$ cat config.mk
export PLATFORM = sky130hd
export DESIGN_NAME = hazard_interlock
export DESIGN_NICKNAME = d
export VERILOG_FILES = /design/src/rtl/hazard_interlock.sv
export SDC_FILE = /design/constraint.sdc
export NUM_CORES = 1
export LEC_CHECK = 0
export BUFFER_PORTS_ARGS = -buffer_cell sky130_fd_sc_hd__buf_2
export CORE_AREA = 2 2 39 41
export DETAILED_ROUTE_END_ITERATION = 8
export DIE_AREA = 0 0 41 43
export HOLD_SLACK_MARGIN = 0.02
export PLACE_DENSITY_LB_ADDON = 0.05
export SLEW_MARGIN = 20
export SYNTH_ARGS = -nofsm -noshare
export SYNTH_HDL_FRONTEND = slang
export SYNTH_SLANG_ARGS = --single-unit
$ cat constraint.sdc
create_clock -name clk -period 3.1 [get_ports clk]
set_clock_uncertainty 0.15 [all_clocks]
set_input_delay 0.62 -clock clk [delete_from_list [all_inputs] [get_ports clk]]
set_output_delay 0.62 -clock clk [all_outputs]
set_load 0.01 [all_outputs]
$ cat src/rtl/hazard_interlock.sv
module hazard_interlock #(
  parameter int RW = 5,
  parameter bit WB_WRITE_FIRST = 1'b0
) (
  input  logic          clk,
  input  logic          rst_n,
  input  logic          id_valid,
  input  logic          id_branch,
  input  logic [RW-1:0] id_rs1,
  input  logic          id_rs1_en,
  input  logic [RW-1:0] id_rs2,
  input  logic          id_rs2_en,
  input  logic [RW-1:0] ex_rd,
  input  logic          ex_we,
  input  logic [RW-1:0] mem_rd,
  input  logic          mem_we,
  input  logic [RW-1:0] wb_rd,
  input  logic          wb_we,
  input  logic          ex_taken,
  output logic          pc_hold,
  output logic          ifid_hold,
  output logic          idex_bubble,
  output logic          ifid_squash
);

  function automatic logic dep(input logic [RW-1:0] src, input logic en,
                               input logic [RW-1:0] dst, input logic we);
    return en && we && (src != '0) && (src == dst);
  endfunction

  logic wb_live;
  logic raw;
  logic br_go;
  logic br_in_ex;

  assign wb_live = wb_we && !WB_WRITE_FIRST;

  assign raw = id_valid && (
      dep(id_rs1, id_rs1_en, ex_rd,  ex_we)   || dep(id_rs2, id_rs2_en, ex_rd,  ex_we)   ||
      dep(id_rs1, id_rs1_en, mem_rd, mem_we)  || dep(id_rs2, id_rs2_en, mem_rd, mem_we)  ||
      dep(id_rs1, id_rs1_en, wb_rd,  wb_live) || dep(id_rs2, id_rs2_en, wb_rd,  wb_live));

  assign br_go = id_valid && id_branch && !raw;

  always_ff @(posedge clk or negedge rst_n)
    if (!rst_n) br_in_ex <= 1'b0;
    else        br_in_ex <= br_go;

  assign pc_hold     = raw || br_go;
  assign ifid_hold   = raw;
  assign idex_bubble = raw;
  assign ifid_squash = br_go || (br_in_ex && ex_taken);

endmodule


==> impl_results.md <==
- Starting Density: 31.56%
- Max reg flops: 1
- Postcts setup bufs: 0
- Post-synthesis sequential area ratio: 5.731%
- Share of cells above drive strength 1: 40.86%
- Post-CTS Hold Buffers: 0
- Final Critical Period: 2773 ps
- Final hold vios: 0
- GRT Overall Usage: 14.59%
- CP max-delay cell: a31oi_1
- WP buf/inv: 2
- Post-route clock period utilization: 89.44%
- Crit path from: id_rs2[2]
- Vias per Instance: 4.917
- Worst Tran Pin Value: 334.6 ps
- CP Launch Type: input port
- # resized after CTS: 0
- Vias in the first global route: 495
- Max cap viols: 0
- Port-buffer cells: 38
- Synth warn: 0
- Largest register by flop count: br_in_ex
- Largest registers: br_in_ex x1
- Worst path required time: 2330 ps
- Hold/Removal Path Class: in2async
- Instance count on the critical path: 7
- Worst path cell trace: buf_2 > xor2_1 > nor4_1 > nand3_1 > a31oi_1 > o21a_1 > buf_2
- Avg Cell Area, Syn: 7.798 um2
- Unrepaired setup endpoints after global routing: false
- Number of setup violations in the final report: 0
- Drt pass-1 iters: 2
- Most frequent cells in the layout: buf_2, xor2_1, nor4_1, xnor2_1, nand3_1
- Max Fclk: 0.3607 GHz
- Antenna diodes: 0
- Yosys top cell by area: xor2_1
- VDD IR-drop max: 0.04778 mV
- Commonest non-fill, non-tap cell in the layout: buf_2
- Fill cells: 152
- Worst slew margin: 77.59%
- Hpwl dp: 1153 um
- Routed Antenna Nets: 0
- Setup crit end: ifid_hold
- GRT Residual Overflow: 0
- Die W: 41 um
- Post-Syn Area: 436.7 um2
- Leakage power: 0.3059 nW
- Site Rows: 14
- Wire per inst: 11.57 um
- Initial antenna violation count: 0
- Crit. End Element: output pin
- Cells after synthesis: 56
- Status: finished, final reports clean
- Final nets: 130
- Synth top area share: 48.14%
- Yosys reg bits: 1
- Hold slack: 245.5 ps
- First-pass GRT wire length: 1869 um
- DRC: 0
- CP max FO: 4
- 1st-iter DRT viols: 1
- Crit path DAT: 2000 ps
- Pins Over Slew Limit: 0
- Pwr Density: 145.5 nW/um2
- Core region area: 1384 um2
- Unique masters post-synth: 14
- Gpl congestion: 0.9246
- Die height: 43 um
- CP delay by family, top: compound AO/OA/AOI/OAI gates
- Largest net degree at the start of global routing: 5
- Die area: 1763 um2
- Syn nets: 91
- Worst path max stage delay: 340 ps
- Main area contributors after synthesis: xor2_1, xnor2_1, nor4_1, nand3_1, dfrtp_1
- Boundary Pins: 39
- CP Class: in2out
- Setup TNS: 0 ps
- Most common cell on crit path: buf_2
- Layout area overhead: 46.42%
- Vias: 536
- Final wirelength: 1261 um
- Worst-path clk slew: 0 ps
-- where the power goes --
part           total [mW]  internal, mW  switching, mW
combinational      0.0788        0.0396         0.0392
clock                   0             0              0
sequential         0.0142        0.0141       0.000161
-- how the worst min path moves through the flow --
stage                from            endpoint  slack (ps)  depth (start not counted)
floorplan           rst_n  br_in_ex$_DFF_PN0_         170                          0
CTS                 rst_n  br_in_ex$_DFF_PN0_         250                          1
finish              rst_n  br_in_ex$_DFF_PN0_         250                          1
global route        rst_n  br_in_ex$_DFF_PN0_         250                          1
detailed placement  rst_n  br_in_ex$_DFF_PN0_         250                          1
global placement    rst_n  br_in_ex$_DFF_PN0_         240                          1
-- cell families (layout without fill, tap and decap cells) --
family	count (synthesis)	after routing	synth area share [%]
AO/OA/AOI/OAI	7	7	10.60
XOR/XNOR	30	30	60.17
buffers and inverters	1	38	1.720
flip-flops	1	1	5.730
AND/OR/NAND/NOR	17	17	21.78
-- area by class of cell --
class	count	area [um2]	share of cell area, %
multi-input cells	54	404.1	63.21
flip-flops and latches	1	25.02	3.914
well taps	16	20.02	3.131
repair buffers	38	190.2	29.75
-- metal layers --
layer  GRT usage (%)  routed length (um)
met1           18.04                 525
met5               0                   0
met2           27.50                 623
met3          0.5236                 112
met4               0                   0
-- through the flow --
stage	setup slack (ps)	instances	utilization, %	area (um2)	total power [mW]
after floorplan	578.7	56	-	436.7	0.05092
after global placement	306.2	109	46.20	639.4	0.09441
after detailed placement	342.6	109	46.20	639.4	0.09385
after CTS	334.7	109	46.20	639.4	0.09419
after global routing	208.9	109	46.20	639.4	0.1016
final	327.5	109	46.20	639.4	0.09301
-- cell usage after synthesis --
| master | instances |
|---|---|
| o21ai_1 | 2 |
| o31a_1 | 1 |
| dfrtp_1 | 1 |
| buf_4 | 1 |
| nand3_1 | 6 |
| xnor2_1 | 6 |
| o21a_1 | 1 |
| nor3_1 | 1 |
| a31oi_1 | 2 |
| nor4_1 | 6 |
| o31ai_1 | 1 |
| nand2_1 | 2 |
| xor2_1 | 24 |
| or4_1 | 2 |
(Power assumes the default switching activity.)
